[src/rtl/nrb_pkg.sv]
package nrb_pkg;

   localparam int WORD_W   = 32;
   localparam int BYTE_W   = 8;
   localparam int CE_BIT   = 31;
   localparam int SEL_LSB  = 28;
   localparam int SEL_W    = 3;
   localparam int BYTE_LSB = 16;
   localparam int BUSY_BIT = 15;

   typedef logic [SEL_W-1:0] sel_t;
   localparam sel_t SEL_CMD  = 3'd0;
   localparam sel_t SEL_ADDR = 3'd1;
   localparam sel_t SEL_ARM  = 3'd2;
   localparam sel_t SEL_DWR  = 3'd3;

   typedef enum logic [1:0] {CYC_CMD, CYC_ADDR, CYC_WR, CYC_RD} cyc_e;
   typedef enum logic [1:0] {PH_IDLE, PH_SETUP, PH_STROBE, PH_HOLD} phase_e;

endpackage

[src/rtl/nrb_sync.sv]
module nrb_sync #(
   parameter int   STAGES    = 2,
   parameter logic RESET_VAL = 1'b1
) (
   input  logic clk,
   input  logic rst_n,
   input  logic d,
   output logic q
);
   if (STAGES < 2) begin : g_bad_stages
      $error("nrb_sync: STAGES must be at least 2");
   end

   logic [STAGES-1:0] sr;

   always_ff @(posedge clk or negedge rst_n) begin
      if (!rst_n) sr[0] <= RESET_VAL;
      else        sr[0] <= d;
   end

   for (genvar i = 1; i < STAGES; i++) begin : g_stage
      always_ff @(posedge clk or negedge rst_n) begin
         if (!rst_n) sr[i] <= RESET_VAL;
         else        sr[i] <= sr[i-1];
      end
   end

   assign q = sr[STAGES-1];
endmodule

[src/rtl/nrb_seq.sv]
module nrb_seq
   import nrb_pkg::*;
#(
   parameter int SETUP_CYC = 2,
   parameter int PULSE_CYC = 3,
   parameter int HOLD_CYC  = 1
) (
   input  logic              clk,
   input  logic              rst_n,
   input  logic              start,
   input  cyc_e              kind,
   input  logic [BYTE_W-1:0] wbyte,
   input  logic [BYTE_W-1:0] dq_i,
   output logic              idle,
   output logic              done,
   output logic              cle,
   output logic              ale,
   output logic              we_n,
   output logic              re_n,
   output logic [BYTE_W-1:0] dq_o,
   output logic              dq_oe,
   output logic [BYTE_W-1:0] rbyte
);
   localparam int MAX_A = (SETUP_CYC > PULSE_CYC) ? SETUP_CYC : PULSE_CYC;
   localparam int MAX_C = (MAX_A > HOLD_CYC) ? MAX_A : HOLD_CYC;
   localparam int CW    = (MAX_C > 1) ? $clog2(MAX_C) : 1;

   if (SETUP_CYC < 1) begin : g_bad_setup
      $error("nrb_seq: SETUP_CYC must be at least 1");
   end
   if (PULSE_CYC < 1) begin : g_bad_pulse
      $error("nrb_seq: PULSE_CYC must be at least 1");
   end
   if (HOLD_CYC < 1) begin : g_bad_hold
      $error("nrb_seq: HOLD_CYC must be at least 1");
   end

   phase_e            ph;
   logic [CW-1:0]     cnt;
   cyc_e              kind_q;
   logic [BYTE_W-1:0] byte_q;
   logic              last;

   assign last = (cnt == '0);

   always_ff @(posedge clk or negedge rst_n) begin
      if (!rst_n) begin
         ph     <= PH_IDLE;
         cnt    <= '0;
         kind_q <= CYC_CMD;
         byte_q <= '0;
         rbyte  <= '0;
      end else begin
         unique case (ph)
            PH_IDLE: begin
               if (start) begin
                  ph     <= PH_SETUP;
                  cnt    <= CW'(SETUP_CYC - 1);
                  kind_q <= kind;
                  byte_q <= wbyte;
               end
            end
            PH_SETUP: begin
               if (last) begin
                  ph  <= PH_STROBE;
                  cnt <= CW'(PULSE_CYC - 1);
               end else begin
                  cnt <= cnt - 1'b1;
               end
            end
            PH_STROBE: begin
               if (last) begin
                  ph  <= PH_HOLD;
                  cnt <= CW'(HOLD_CYC - 1);
                  if (kind_q == CYC_RD) rbyte <= dq_i;
               end else begin
                  cnt <= cnt - 1'b1;
               end
            end
            PH_HOLD: begin
               if (last) ph  <= PH_IDLE;
               else      cnt <= cnt - 1'b1;
            end
            default: ph <= PH_IDLE;
         endcase
      end
   end

   logic active, strobe, is_rd;
   assign active = (ph != PH_IDLE);
   assign strobe = (ph == PH_STROBE);
   assign is_rd  = (kind_q == CYC_RD);

   assign idle  = !active;
   assign done  = (ph == PH_HOLD) && last;
   assign cle   = active && (kind_q == CYC_CMD);
   assign ale   = active && (kind_q == CYC_ADDR);
   assign we_n  = !(strobe && !is_rd);
   assign re_n  = !(strobe && is_rd);
   assign dq_oe = active && !is_rd;
   assign dq_o  = dq_oe ? byte_q : '0;
endmodule

[src/rtl/nand_regbridge.sv]
module nand_regbridge
   import nrb_pkg::*;
#(
   parameter int SETUP_CYC   = 2,
   parameter int PULSE_CYC   = 3,
   parameter int HOLD_CYC    = 1,
   parameter int SYNC_STAGES = 2
) (
   input  logic        clk,
   input  logic        rst_n,
   input  logic        host_wr,
   input  logic        host_rd,
   input  logic [31:0] host_wdata,
   output logic [31:0] host_rdata,
   output logic        host_ack,
   output logic        nand_ce_n,
   output logic        nand_cle,
   output logic        nand_ale,
   output logic        nand_we_n,
   output logic        nand_re_n,
   output logic [7:0]  nand_dq_o,
   output logic        nand_dq_oe,
   input  logic [7:0]  nand_dq_i,
   input  logic        nand_rb_n
);
   logic              seq_idle, seq_done, seq_start;
   logic              wr_go, rd_go, flash_sel, imm_ack;
   logic              ce_q, armed_q, ack_q, rb_sync;
   sel_t              sel;
   cyc_e              kind;
   logic [BYTE_W-1:0] wbyte, rbyte;
   logic              wdata_unused;

   assign sel   = host_wdata[SEL_LSB +: SEL_W];
   assign wbyte = host_wdata[BYTE_LSB +: BYTE_W];
   assign wdata_unused = ^{host_wdata[27:24], host_wdata[15:0]};

   assign wr_go     = host_wr && seq_idle;
   assign rd_go     = host_rd && !host_wr && seq_idle;
   assign flash_sel = (sel == SEL_CMD) || (sel == SEL_ADDR) || (sel == SEL_DWR);
   assign seq_start = (wr_go && flash_sel) || (rd_go && armed_q);
   assign imm_ack   = (wr_go && !flash_sel) || (rd_go && !armed_q);

   always_comb begin
      if (!wr_go)                kind = CYC_RD;
      else if (sel == SEL_CMD)   kind = CYC_CMD;
      else if (sel == SEL_ADDR)  kind = CYC_ADDR;
      else                       kind = CYC_WR;
   end

   always_ff @(posedge clk or negedge rst_n) begin
      if (!rst_n) begin
         ce_q    <= 1'b0;
         armed_q <= 1'b0;
         ack_q   <= 1'b0;
      end else begin
         ack_q <= imm_ack || seq_done;
         if (wr_go) begin
            ce_q <= host_wdata[CE_BIT];
            if (sel == SEL_ARM)  armed_q <= 1'b1;
            else if (flash_sel)  armed_q <= 1'b0;
         end
      end
   end

   nrb_seq #(
      .SETUP_CYC (SETUP_CYC),
      .PULSE_CYC (PULSE_CYC),
      .HOLD_CYC  (HOLD_CYC)
   ) u_seq (
      .clk   (clk),
      .rst_n (rst_n),
      .start (seq_start),
      .kind  (kind),
      .wbyte (wbyte),
      .dq_i  (nand_dq_i),
      .idle  (seq_idle),
      .done  (seq_done),
      .cle   (nand_cle),
      .ale   (nand_ale),
      .we_n  (nand_we_n),
      .re_n  (nand_re_n),
      .dq_o  (nand_dq_o),
      .dq_oe (nand_dq_oe),
      .rbyte (rbyte)
   );

   nrb_sync #(
      .STAGES    (SYNC_STAGES),
      .RESET_VAL (1'b1)
   ) u_rb_sync (
      .clk   (clk),
      .rst_n (rst_n),
      .d     (nand_rb_n),
      .q     (rb_sync)
   );

   always_comb begin
      host_rdata = '0;
      host_rdata[BYTE_LSB +: BYTE_W] = rbyte;
      host_rdata[BUSY_BIT] = !rb_sync;
   end

   assign host_ack  = ack_q;
   assign nand_ce_n = !ce_q;
endmodule

[config.mk]
export PLATFORM = sky130hd
export DESIGN_NAME = nand_regbridge
export DESIGN_NICKNAME = d
export VERILOG_FILES = /design/src/rtl/nrb_pkg.sv /design/src/rtl/nrb_sync.sv /design/src/rtl/nrb_seq.sv /design/src/rtl/nand_regbridge.sv
export SDC_FILE = /design/constraint.sdc
export NUM_CORES = 1
export LEC_CHECK = 0
export ABC_CLOCK_PERIOD_IN_PS = 1750
export BUFFER_PORTS_ARGS = -buffer_cell sky130_fd_sc_hd__buf_2
export CAP_MARGIN = 10
export CORE_MARGIN = 4
export CORE_UTILIZATION = 39
export DETAILED_ROUTE_END_ITERATION = 10
export PLACE_DENSITY = 0.76
export SYNTH_ARGS = -nofsm -noshare
export SYNTH_HDL_FRONTEND = slang
export SYNTH_HIERARCHICAL = 1
export SYNTH_SLANG_ARGS = --single-unit
[constraint.sdc]
create_clock -name clk -period 1.75 [get_ports clk]
set_input_delay 0.0875 -clock clk [delete_from_list [all_inputs] [get_ports clk]]
set_output_delay 0.0875 -clock clk [all_outputs]
set_load 0.1 [all_outputs]
Word level (Yosys, flattened, before mapping)
Cells that the tools add are included.
- reduce and logical (&&, ||, !) cells: 38
- muxes and demuxes: 15
- eq/ne operators: 13
- add/sub/neg operators: 1
- operator list (cell ; number):
    $mux W2 ; 10
    $pmux W2 S4 ; 2
    $logic_and A1 B1 Y1 ; 13
    $logic_not A1 Y1 ; 9
    $mux W8 ; 1
    $eq A2 B2 Y1 const B ; 3
    $eq A3 B2 Y1 const B ; 2
    $logic_not A2 Y1 ; 3
    $ne A2 B1 Y1 const B ; 3
    $reduce_and A2 Y1 ; 3
    $logic_or A1 B1 Y1 ; 5
    $eq A2 B1 Y1 const B ; 2
    $ne A2 B2 Y1 const B ; 2
    $reduce_and A4 Y1 ; 1
    $reduce_bool A2 Y1 ; 2
    $eq A3 B1 Y1 const B ; 1
    $logic_not A3 Y1 ; 1
    $reduce_and A3 Y1 ; 1
    $mux W1 ; 2
    $sub A2 B1 Y2 const B ; 1
- register bits: 27
- bits of input ports: 45
- word-level logic and storage cells: 77

Depth between registers and ports, before layout
Gate-level depths: netlist of run 1.
- word-level depth: 7
- gate-level depth with buffers: 7
- mapped depth without buffers: 7

Hierarchy
The synthesis of run 1 kept the hierarchy.
- by module, submodules not included (module ; area an instance (sq um) ; cells an instance ; sequential area each (sq um) ; times used):
    nrb_seq ; 1128.6 ; 91 ; 550.5 ; 1
    nand_regbridge ; 355.3 ; 46 ; 75.1 ; 1
    nrb_sync ; 52.6 ; 2 ; 52.6 ; 1

Worst setup path after synthesis of run 1
Ideal clock, no wire load.
- path type: reg-to-output
- start: register u_seq.ph[0]
- end: output port nand_dq_o[0]
- path buffers: 0
- setup slack: -1.695 ns
- cell stages (with the launch flop): 5
- arrival: 3.357 ns
- cell sequence: dfrtp_1 > inv_1 > ha_1 > a21oi_1 > and2_1
- word-level cells in the longest chain between the ends: 3
- RTL lines (item ; line ; RTL):
    start, declared ; nrb_seq.sv:38 ; phase_e ph;
    start signal, assigned ; nrb_seq.sv:48 ; ph <= PH_IDLE;
    start signal, assigned ; nrb_seq.sv:57 ; ph <= PH_SETUP;
    start signal, assigned ; nrb_seq.sv:65 ; ph <= PH_STROBE;
    $reduce_bool A2 Y1 ; nrb_seq.sv:90 ; assign active = (ph != PH_IDLE);
    $logic_and A1 B1 Y1 ; nrb_seq.sv:100 ; assign dq_oe = active && !is_rd;
    via nand_dq_oe ; nand_regbridge.sv:22 ; output logic nand_dq_oe,
    $mux W8 ; nrb_seq.sv:101 ; assign dq_o = dq_oe ? byte_q : '0;
    end, declared ; nand_regbridge.sv:21 ; output logic [7:0] nand_dq_o,
The timed path passes the listed nets, and every way through them passes these cells.

Worst setup path in the final report of run 1
- start: register u_seq.ph[0]
- end: output port nand_dq_o[2]
- word-level cells in the longest chain between the ends: 3
- RTL lines (item ; line):
    $reduce_bool A2 Y1 ; nrb_seq.sv:90
    $logic_and A1 B1 Y1 ; nrb_seq.sv:100
    $mux W8 ; nrb_seq.sv:101
Every way passes these cells.

==> results.tsv, run 1 <==
stage	metric	value	unit
global_routing	grt_start_max_net_pins	28	
sta	worstMarginPinSlew	576.4	ps
logic_synthesis	netlist-cell-type-count	31	
logic_synthesis	synthesis.yosys.warnings	6	
setup_path	cpMostUsedCell	sky130_fd_sc_hd__buf_12	
clock_tree	root_buffer	sky130_fd_sc_hd__clkbuf_8	
drt	detail-route-antenna-nets	0	
sta	timing.clock.skew	2.188	ps
drt	routed_wire_length_per_instance	12.34	um
cells_and_area	layout-area-overhead-vs-synth	44.54	%
sta	endpoints_failing_hold	0	
logic_synthesis	syn_avg_cell_area	11.05	um^2
global_routing	grtUsageTotal	12.73	%
cells_and_area	sequential_cell_area	678.2	um^2
drt	drt_pre_antenna_iters	4	
setup_path	r2r_slack	40	ps
placed_design	port_buffers	48	
floorplanning	floorplan.initialDensity	41.04	%
setup_path	timing_worst_setup_path_type	register to primary output	
global_routing	grt-ovfl-total	0	
drt	route.final.wire_length	3109	um
logic_synthesis	synthArstFlopShare	100.0	%
sta	top_achievable_clock_speed	578.9	MHz
placed_design	gp_congestion	0.7585	
cells_and_area	post_layout_util	59.32	%
sta	timing.final.crit_share	98.70	%
hold_path	hold-path-cell-count	2	
global_routing	grt_pass1_wl	5230	um
setup_path	timing.critical_path.cells	inv_2 > ha_4 > buf_6 > buf_12 > a21oi_4 > and2_4 > buf_12	
cells_and_area	finish.net_count	260	
setup_path	critical_path.max_fanout	5	
hold_path	hold_path_startpoint	host_wdata[19]	
clock_tree	clk_transition_reported_paths	90	ps
clock_tree	cts-buffers-inserted	3	
floorplanning	top_level_pins	92	
setup_path	max_stage_delay	380	ps
setup_path	worst_setup_path_end_kind	primary output	
cells_and_area	diodes	0	
sta	final-setup-viol-count	0	
logic_synthesis	synth_enable_flop_cells	0	
setup_path	critical_path.startpoint_type	register	
global_routing	grt_antenna_before_repair	0	
sta	slew_headroom	61.57	%
setup_path	worst-endpoint-required	1660	ps
logic_synthesis	top_area_cell_type_share_of_the_netlist_area	40.72	%
hold_path	worstHoldPathType	input pin to register	
global_routing	via_count_of_the_first_global_routing_pass	1173	
logic_synthesis	flip_flop_and_latch_count_after_synthesis	27	
sta	grt_setup_unrepaired	true	
floorplanning	die_area	5008	um^2
logic_synthesis	yosys-top-cells-area	sky130_fd_sc_hd__dfrtp_1, sky130_fd_sc_hd__mux2_2, sky130_fd_sc_hd__buf_4	
logic_synthesis	postSynthCellCount	139	
floorplanning	floorplan.die.width	70.77	um
setup_path	critical-path-slowest-cell	sky130_fd_sc_hd__dfrtp_1	
cells_and_area	drive_gt1_share	52.94	%
logic_synthesis	synth-main-ff-cell	sky130_fd_sc_hd__dfrtp_1	
logic_synthesis	synth_seq_area_share	44.14	%
sta	final_period_minus_worst_setup_slack	1727	ps
clock_tree	clock_insertion_delay_worst_skew	260	ps
logic_synthesis	netlist_area	1536	um^2
logic_synthesis	biggest_area_consumer_among_synthesized_cells	sky130_fd_sc_hd__dfrtp_1	
job	max_cap_violations	0	
clock_tree	cts_htree_levels	1	
setup_path	capture_instance_of_the_worst_register_to_register_path	u_seq/ph[1]$_DFFE_PN0P_	
setup_path	worst_ep_arrival_time	1640	ps
logic_synthesis	synth.cells.most_frequent	sky130_fd_sc_hd__dfrtp_1, sky130_fd_sc_hd__buf_4, sky130_fd_sc_hd__mux2_2	
drt	drc	0	
logic_synthesis	synth.most_common_cell	sky130_fd_sc_hd__dfrtp_1	
setup_path	rr_worst_depth	7	
clock_tree	cts_tree	built	
floorplanning	std_cell_rows	22	
floorplanning	core-area	3744	um^2
drt	routed_via_density	4.528	
placed_design	detailedPlacementHpwl	2447	um
sta	worst_hold_slack	50.35	ps
floorplanning	dieHeight	70.77	um
drt	detail_route.iter0.violations	37	
hold_path	hold_path_end	u_seq/byte_q[3]$_DFFE_PN0P_	
drt	routed_via_count	1141	
clock_tree	maximum_clock_insertion_buffer_count	2	
cells_and_area	multi_input_area	827.0	um^2
sta	timing_max_transition_violations_final	0	
setup_path	rr_startpoint	u_seq/ph[0]$_DFFE_PN0P_	
clock_tree	clock_sink_count	27	
run_status	status	finished clean	
cells_and_area	final.fill_count	329	
registers in the layout, indices dropped and copies added, names as in the netlist:
signal and flops:
u_seq/byte_q 8, u_seq/rbyte 8, u_seq/cnt 2, u_seq/kind_q 2, u_seq/ph 2, armed_q 1, ce_q 1, host_ack 1
u_rb_sync/q 1, u_rb_sync/sr 1
layout by cell type, fill, tap and decap left out, types with 2 or more instances in the layout:
cell                            Yosys  layout
sky130_fd_sc_hd__inv_2              0       2
sky130_fd_sc_hd__ha_1              10       8
sky130_fd_sc_hd__o21ai_0            3       3
sky130_fd_sc_hd__dfrtp_1           25      25
sky130_fd_sc_hd__mux2_2            20      20
sky130_fd_sc_hd__a21oi_1            4       3
sky130_fd_sc_hd__nand2_1           10      10
sky130_fd_sc_hd__a21oi_4            0       2
sky130_fd_sc_hd__inv_1             10       8
sky130_fd_sc_hd__buf_6              0       2
sky130_fd_sc_hd__dfstp_2            2       2
sky130_fd_sc_hd__nor2_1             2       2
sky130_fd_sc_hd__conb_1             1      23
sky130_fd_sc_hd__and2_4             1       9
sky130_fd_sc_hd__buf_4             23      10
sky130_fd_sc_hd__buf_12             0      14
sky130_fd_sc_hd__buf_2              0      35
sky130_fd_sc_hd__clkbuf_8           0       3
sky130_fd_sc_hd__dlygate4sd3_1      0       2
kinds of logic after synthesis:
family,synth area share [%]
AND/OR/NAND/NOR,10.91
AO/OA/AOI/OAI,7.574
multiplexers,14.66
other,0.2441
flip-flops,44.14
adder cells (fa/ha/maj),8.143
buffers and inverters,14.33
stage by stage:
step | instances | TNS, ps | setup slack (ps) | area [um^2]
6_report | 252 | 0 | 22.71 | 2221
4_1_cts | 250 | -71.94 | -16.05 | 2191
5_1_grt | 252 | -468.1 | -66.04 | 2221
2_1_floorplan | 161 | -1065 | -116.5 | 1685
3_3_place_gp | 241 | -16.12 | -16.12 | 2066
3_5_place_dp | 241 | -62.70 | -35.94 | 2066
per-layer routing:
metal / up-vias / wire [um] / GRT usage (%)
met3: 0 / 272 / 4.545
met2: 43 / 1713 / 23.48
met4: 0 / 0 / 1.253
met5: - / 0 / 0
li1: 549 / - / -
met1: 549 / 1123 / 14.59
worst max-delay path by stage:
stage | startpoint | to | slack, ps | cells past startpoint
finish | u_seq/ph[0]$_DFFE_PN0P_ | nand_dq_o[2] | 20 | 7
global route | u_seq/ph[0]$_DFFE_PN0P_ | nand_dq_o[0] | -70 | 7
CTS | u_seq/ph[0]$_DFFE_PN0P_ | nand_dq_o[2] | -20 | 7
detailed placement | u_seq/ph[0]$_DFFE_PN0P_ | u_seq/ph[1]$_DFFE_PN0P_ | -40 | 7
global placement | u_seq/ph[0]$_DFFE_PN0P_ | u_seq/ph[1]$_DFFE_PN0P_ | -20 | 7
floorplan | u_seq/ph[1]$_DFFE_PN0P_ | nand_dq_o[0] | -120 | 4
critical path: cells and delay by family, from the launching register on:
kind | cells | cell delay [ps]
AO/OA/AOI/OAI | 1 | 190
adder cells (fa/ha/maj) | 1 | 150
buffers and inverters | 4 | 460
flip-flops | 1 | 380
AND/OR/NAND/NOR | 1 | 190
repair_timing:
item / in CTS / in global routing
hold buffers: 2 / 0
pin swaps: 6 / 4
cloned: 1 / 0
setup buffers: 2 / 2
setup endpoints to repair: 20 / 21
gates resized for setup: 7 / 3
endpoints found under the hold margin: 26 / 0
cell type report:
class                      count  area share [%]
tap                           48           2.704
multi-input combinational    100           37.24
sequential                    27           30.54
clock buffer                   4           2.028
timing repair buffer          63           25.80
inverter                      10           1.690
Power of run 1 is not shown: default switching activity piles up to over one toggle a cycle in this logic, so the estimate is an artifact.
==> run 2, diff against run 1 <==
--- a/config.mk
+++ b/config.mk
@@ -5,7 +5,7 @@
 export SDC_FILE = /design/constraint.sdc
 export NUM_CORES = 1
 export LEC_CHECK = 0
-export ABC_CLOCK_PERIOD_IN_PS = 1750
+export ABC_CLOCK_PERIOD_IN_PS = 1520
 export BUFFER_PORTS_ARGS = -buffer_cell sky130_fd_sc_hd__buf_2
 export CAP_MARGIN = 10
 export CORE_MARGIN = 4
==> constraint.sdc (replaced) <==
create_clock -name clk -period 1.52 [get_ports clk]
set_input_delay 0.076 -clock clk [delete_from_list [all_inputs] [get_ports clk]]
set_output_delay 0.076 -clock clk [all_outputs]
set_load 0.1 [all_outputs]
==> results.tsv, run 2 (synthesized netlist as in run 1, its figures left out) <==
stage	metric	value	unit	change
run_status	status	finished with violations		was finished clean
run_status	violations	negative setup slack		
setup_path	cp-startpoint	u_seq/ph[0]$_DFFE_PN0P_		unchanged
hold_path	hold_path_end	ce_q$_DFFE_PN0P_		was u_seq/byte_q[3]$_DFFE_PN0P_
setup_path	worst-endpoint-required	1690	ps	was 1660 ps
cells_and_area	top_regs	u_seq/byte_q x8, u_seq/rbyte x8		unchanged
floorplanning	dieHeight	70.77	um	unchanged
setup_path	critical_path.startpoint_type	register		unchanged
clock_tree	cts_tree	built		unchanged
setup_path	capture_instance_of_the_worst_register_to_register_path	u_seq/ph[1]$_DFFE_PN0P_		unchanged
drt	routed_via_count	1166		was 1141
floorplanning	std_cell_rows	22		unchanged
clock_tree	cts_htree_levels	1		unchanged
setup_path	r2r_slack	-160	ps	was 40 ps
hold_path	hold-path-cell-count	3		was 2
hold_path	hold_path_startpoint	host_wdata[31]		was host_wdata[19]
sta	worstMarginPinSlew	586.6	ps	was 576.4 ps
global_routing	grt_start_max_net_pins	28		unchanged
floorplanning	core-area	3744	um^2	unchanged
setup_path	worst_setup_path_end_kind	register		was primary output
sta	endpoints_failing_hold	0		unchanged
placed_design	detailedPlacementHpwl	2512	um	was 2447 um
global_routing	grt-ovfl-total	0		unchanged
global_routing	grt_antenna_before_repair	0		unchanged
drt	drt_pre_antenna_iters	4		unchanged
setup_path	critical_path.max_fanout	3		was 5
clock_tree	maximum_clock_insertion_buffer_count	2		unchanged
global_routing	grt_pass1_wl	5175	um	was 5230 um
setup_path	timing_worst_setup_path_type	register to register		was register to primary output
drt	detail_route.iter0.violations	31		was 37
sta	slew_headroom	60.89	%	was 61.57%
drt	detail-route-antenna-nets	0		unchanged
sta	final-setup-viol-count	33		was 0
setup_path	worst_ep_arrival_time	1850	ps	was 1640 ps
global_routing	via_count_of_the_first_global_routing_pass	1114		was 1173
clock_tree	cts-buffers-inserted	3		unchanged
cells_and_area	layout_commonest_cell	sky130_fd_sc_hd__buf_2		unchanged
drt	routed_wire_length_per_instance	12.77	um	was 12.34 um
drt	route.final.wire_length	3321	um	was 3109 um
sta	worst_hold_slack	17.78	ps	was 50.35 ps
floorplanning	die_area	5008	um^2	unchanged
cells_and_area	finish.net_count	268		was 260
sta	timing.clock.skew	7.115	ps	was 2.188 ps
setup_path	rr_worst_depth	7		unchanged
floorplanning	floorplan.initialDensity	41.04	%	unchanged
cells_and_area	layout-area-overhead-vs-synth	52.28	%	was 44.54%
drt	routed_via_density	4.485		was 4.528
clock_tree	root_buffer	sky130_fd_sc_hd__clkbuf_8		unchanged
sta	timing.final.ws_setup	-162.4	ps	was 22.71 ps
hold_path	worstHoldPathType	input pin to register		unchanged
placed_design	gp_congestion	0.7739		was 0.7585
job	max_cap_violations	0		unchanged
floorplanning	floorplan.die.width	70.77	um	unchanged
cells_and_area	diodes	0		unchanged
sta	top_achievable_clock_speed	594.4	MHz	
clock_tree	clock_sink_count	27		unchanged
global_routing	grtUsageTotal	12.63	%	was 12.73%
sta	grt_setup_unrepaired	true		unchanged
cells_and_area	final.fill_count	333		was 329
floorplanning	top_level_pins	92		unchanged
placed_design	port_buffers	48		unchanged
cells_and_area	most-common-layout-cells	sky130_fd_sc_hd__buf_2, sky130_fd_sc_hd__conb_1, sky130_fd_sc_hd__dfrtp_1, sky130_fd_sc_hd__mux2_2, sky130_fd_sc_hd__buf_4		was sky130_fd_sc_hd__buf_2, sky130_fd_sc_hd__dfrtp_1, sky130_fd_sc_hd__conb_1, sky130_fd_sc_hd__mux2_2, sky130_fd_sc_hd__buf_12
clock_tree	clock_insertion_delay_worst_skew	270	ps	was 260 ps
drt	drc	0		unchanged
sta	final_period_minus_worst_setup_slack	1682	ps	
sta	timing.final.crit_share	110.7	%	
cells_and_area	drive_gt1_share	58.96	%	was 52.94%
setup_path	rr_startpoint	u_seq/ph[0]$_DFFE_PN0P_		unchanged
sta	timing_max_transition_violations_final	0		unchanged
clock_tree	clk_transition_reported_paths	100	ps	was 90 ps
## run 2: changes by cell type in the layout (fill, tap and decap cells not counted), sizes merged
cell      previous run  this run
clkinvlp             0         1
clkbuf               4         3
buf                 61        69
## run 2: layer usage
layer	vias to the layer above	track usage [%]	wire length (um)
li1	567	-	-
met1	553	15.63	1298
met5	-	0	0
met2	44	22.45	1745
met4	0	2.505	14
met3	2	2.983	262
## run 2: repair_timing
item / in CTS / in global routing
setup endpoints to repair: 33 / 34
setup buffers: 4 / 6
hold buffers: 2 / 0
gates cloned: 1 / 0
endpoints found under the hold margin: 26 / 0
pin swaps: 8 / 6
resized for setup: 15 / 8
## run 2: critical path, cell delays in order, from the launching register on
cell and delay [ps]:
sky130_fd_sc_hd__dfrtp_1 370, sky130_fd_sc_hd__inv_2 60, sky130_fd_sc_hd__ha_4 160, sky130_fd_sc_hd__and2_4 130, sky130_fd_sc_hd__a32o_2 230, sky130_fd_sc_hd__nand2b_4 160, sky130_fd_sc_hd__o211ai_1 110, sky130_fd_sc_hd__mux2_2 360
## run 2: worst max path at each step
stage                                          to
after floorplan           u_seq/ph[1]$_DFFE_PN0P_
after global placement    u_seq/ph[1]$_DFFE_PN0P_
after detailed placement  u_seq/ph[1]$_DFFE_PN0P_
after CTS                 u_seq/ph[1]$_DFFE_PN0P_
after global routing      u_seq/ph[1]$_DFFE_PN0P_
final                     u_seq/ph[1]$_DFFE_PN0P_
## run 2: per-stage QoR
step / cell area (um^2) / setup WS (ps) / instances / setup TNS [ps] / utilization (%)
detailed placement: 2103 / -229.4 / 245 / -1618 / 56.18
finish: 2340 / -162.4 / 260 / -2762 / 62.50
CTS: 2266 / -138.7 / 255 / -2660 / 60.53
global route: 2340 / -236.3 / 260 / -4800 / 62.50
floorplan: 1693 / -329.1 / 161 / -5186 / -
global placement: 2103 / -204.4 / 245 / -1369 / 56.18
## run 2: final cells by class
cell class                      instances  area [um^2]  share of cell area, %
Clock inverter                          1        7.507                 0.3209
Clock buffer                            3        41.29                  1.765
Inverter                               10        37.54                  1.604
Timing Repair Buffer                   71        639.4                  27.33
Sequential cell                        27        680.7                  29.09
Multi-Input combinational cell        100        873.3                  37.33
Tap cell                               48        60.06                  2.567
Power of run 2 is left out for the same reason.
==> run 3, diff against run 2 <==
--- a/config.mk
+++ b/config.mk
@@ -8,10 +8,12 @@
 export ABC_CLOCK_PERIOD_IN_PS = 1520
 export BUFFER_PORTS_ARGS = -buffer_cell sky130_fd_sc_hd__buf_2
 export CAP_MARGIN = 10
+export CELL_PAD_IN_SITES_DETAIL_PLACEMENT = 1
+export CELL_PAD_IN_SITES_GLOBAL_PLACEMENT = 2
 export CORE_MARGIN = 4
-export CORE_UTILIZATION = 39
+export CORE_UTILIZATION = 22
 export DETAILED_ROUTE_END_ITERATION = 10
-export PLACE_DENSITY = 0.76
+export PLACE_DENSITY_LB_ADDON = 0.1
 export SYNTH_ARGS = -nofsm -noshare
 export SYNTH_HDL_FRONTEND = slang
 export SYNTH_HIERARCHICAL = 1
==> results.tsv, run 3 (synthesized netlist as in run 1, its figures left out) <==
stage	metric	value	unit	change
floorplanning	core-area	6794	um^2	was 3744 um^2
floorplanning	std_cell_rows	30		was 22
cells_and_area	drive_gt1_share	60.56	%	was 58.96%
setup_path	timing.critical_path.cells	inv_2 > ha_4 > and2_4 > a32o_2 > nand2b_4 > buf_4 > nand2_4 > mux2_4		was inv_2 > ha_4 > and2_4 > a32o_2 > nand2b_4 > o211ai_1 > mux2_2
run_status	status	finished with violations		unchanged
cells_and_area	layout-area-overhead-vs-synth	58.39	%	was 52.28%
run_status	violations	negative setup slack		unchanged
cells_and_area	top_regs	u_seq/byte_q x8, u_seq/rbyte x8		unchanged
floorplanning	top_level_pins	92		unchanged
cells_and_area	most-common-layout-cells	sky130_fd_sc_hd__buf_2, sky130_fd_sc_hd__conb_1, sky130_fd_sc_hd__dfrtp_1, sky130_fd_sc_hd__mux2_2, sky130_fd_sc_hd__buf_4		unchanged
global_routing	via_count_of_the_first_global_routing_pass	1352		was 1114
sta	worstMarginPinSlew	651.4	ps	was 586.6 ps
setup_path	critical_path.max_fanout	3		unchanged
global_routing	grt_pass1_wl	6872	um	was 5175 um
drt	drc	0		unchanged
setup_path	critical-path-slowest-cell	sky130_fd_sc_hd__dfrtp_1		unchanged
floorplanning	dieHeight	91.57	um	was 70.77 um
global_routing	grt_start_max_net_pins	28		unchanged
setup_path	max_stage_delay	390	ps	was 370 ps
sta	timing.final.crit_share	113.4	%	was 110.7%
setup_path	critical_path.startpoint_type	register		unchanged
sta	grt_setup_unrepaired	true		unchanged
clock_tree	root_buffer	sky130_fd_sc_hd__clkbuf_8		unchanged
sta	timing_max_transition_violations_final	0		unchanged
clock_tree	maximum_clock_insertion_buffer_count	2		unchanged
cells_and_area	post_layout_util	35.82	%	was 62.50%
drt	routed_via_density	3.900		was 4.485
placed_design	gp_congestion	0.7012		was 0.7739
hold_path	worstHoldPathType	input pin to register		unchanged
global_routing	grtUsageTotal	10.25	%	was 12.63%
sta	timing.final.ws_setup	-203.3	ps	was -162.4 ps
sta	slew_headroom	56.57	%	was 60.89%
setup_path	worst_ep_arrival_time	1900	ps	was 1850 ps
global_routing	grt_antenna_before_repair	0		unchanged
cells_and_area	layout_commonest_cell	sky130_fd_sc_hd__buf_2		unchanged
floorplanning	floorplan.initialDensity	22.62	%	was 41.04%
floorplanning	floorplan.die.width	91.57	um	was 70.77 um
setup_path	worst-endpoint-required	1700	ps	was 1690 ps
cells_and_area	diodes	0		unchanged
sta	setup_total_negative_slack	-4601	ps	was -2762 ps
setup_path	timing_worst_setup_path_type	register to register		unchanged
sta	final-setup-viol-count	35		was 33
floorplanning	die_area	8385	um^2	was 5008 um^2
setup_path	worst_setup_path_end_kind	register		unchanged
drt	drt_pre_antenna_iters	2		was 4
cells_and_area	finish.net_count	269		was 268
placed_design	detailedPlacementHpwl	3054	um	was 2512 um
clock_tree	clock_sink_count	27		unchanged
drt	routed_wire_length_per_instance	13.56	um	was 12.77 um
drt	detail-route-antenna-nets	0		unchanged
drt	detail_route.iter0.violations	38		was 31
clock_tree	cts-buffers-inserted	3		unchanged
clock_tree	cts_tree	built		unchanged
drt	routed_via_count	1205		was 1166
drt	route.final.wire_length	4190	um	was 3321 um
sta	endpoints_failing_hold	0		unchanged
sta	top_achievable_clock_speed	580.3	MHz	was 594.4 MHz
global_routing	grt-ovfl-total	0		unchanged
clock_tree	clk_transition_reported_paths	110	ps	was 100 ps
sta	timing.clock.skew	8.461	ps	was 7.115 ps
sta	final_period_minus_worst_setup_slack	1723	ps	was 1682 ps
clock_tree	cts_htree_levels	1		unchanged
placed_design	port_buffers	48		unchanged
clock_tree	clock_insertion_delay_worst_skew	280	ps	was 270 ps
job	max_cap_violations	0		unchanged
run 3: routing by layer:
| layer | share of wire [%] | global-route usage, % | up-vias |
|---|---|---|---|
| met5 | 0 | 0 | - |
| met4 | 1.2 | 3.392 | 0 |
| met3 | 5.8 | 2.071 | 4 |
| met2 | 52 | 18.44 | 44 |
| met1 | 41 | 12.02 | 594 |
| li1 | - | - | 563 |
run 3: final timing paths:
path	depth (start not counted)	slack [ps]	endpoint	startpoint
max reg2reg	8	-200	u_seq/cnt[1]$_DFFE_PN0P_	u_seq/ph[0]$_DFFE_PN0P_
min reg2reg	0	360	u_rb_sync/q$_DFF_PN1_	u_rb_sync/sr[0]$_DFF_PN1_
max	8	-200	u_seq/cnt[1]$_DFFE_PN0P_	u_seq/ph[0]$_DFFE_PN0P_
max in group asynchronous	2	700	u_seq/kind_q[0]$_DFFE_PN0P_	rst_n
min in group asynchronous	2	350	host_ack$_DFF_PN0_	rst_n
min	2	20	u_seq/rbyte[4]$_DFFE_PN0P_	nand_dq_i[4]
run 3: stage by stage:
stage / setup WS [ps] / cell area, um^2 / cells / hold slack (ps)
2_1_floorplan: -329.1 / 1693 / 161 / -219.6
3_3_place_gp: -181.7 / 2148 / 291 / 139.5
3_5_place_dp: -268.6 / 2148 / 291 / 148.8
4_1_cts: -217.7 / 2364 / 306 / 17.91
5_1_grt: -261.1 / 2434 / 309 / 12.09
6_report: -203.3 / 2434 / 309 / 20.01
run 3: timing repair:
action	in CTS	in global routing
hold buffers	3	0
pin swaps	7	6
gates resized for setup	15	14
endpoints found under the setup margin	34	35
endpoints found under the hold margin	27	0
cloned	1	0
setup buffers	7	6
run 3: layout make-up:
type | instances | area (um^2)
multi-input combinational | 100 | 904.6
sequential | 27 | 680.7
timing repair buffer | 72 | 641.9
fill | 762 | 4360
tap | 96 | 120.1
clock buffer | 3 | 41.29
inverter | 10 | 37.54
clock inverter | 1 | 7.507
run 3: worst max-delay path, delay by kind of cell (launching register included):
| kind | cells | cell delay (ps) |
|---|---|---|
| AO/OA/AOI/OAI | 1 | 230 |
| adder cells (fa/ha/maj) | 1 | 170 |
| buffers and inverters | 2 | 210 |
| flip-flops | 1 | 390 |
| multiplexers | 1 | 290 |
| AND/OR/NAND/NOR | 3 | 330 |
Power of run 3 is left out for the same reason.
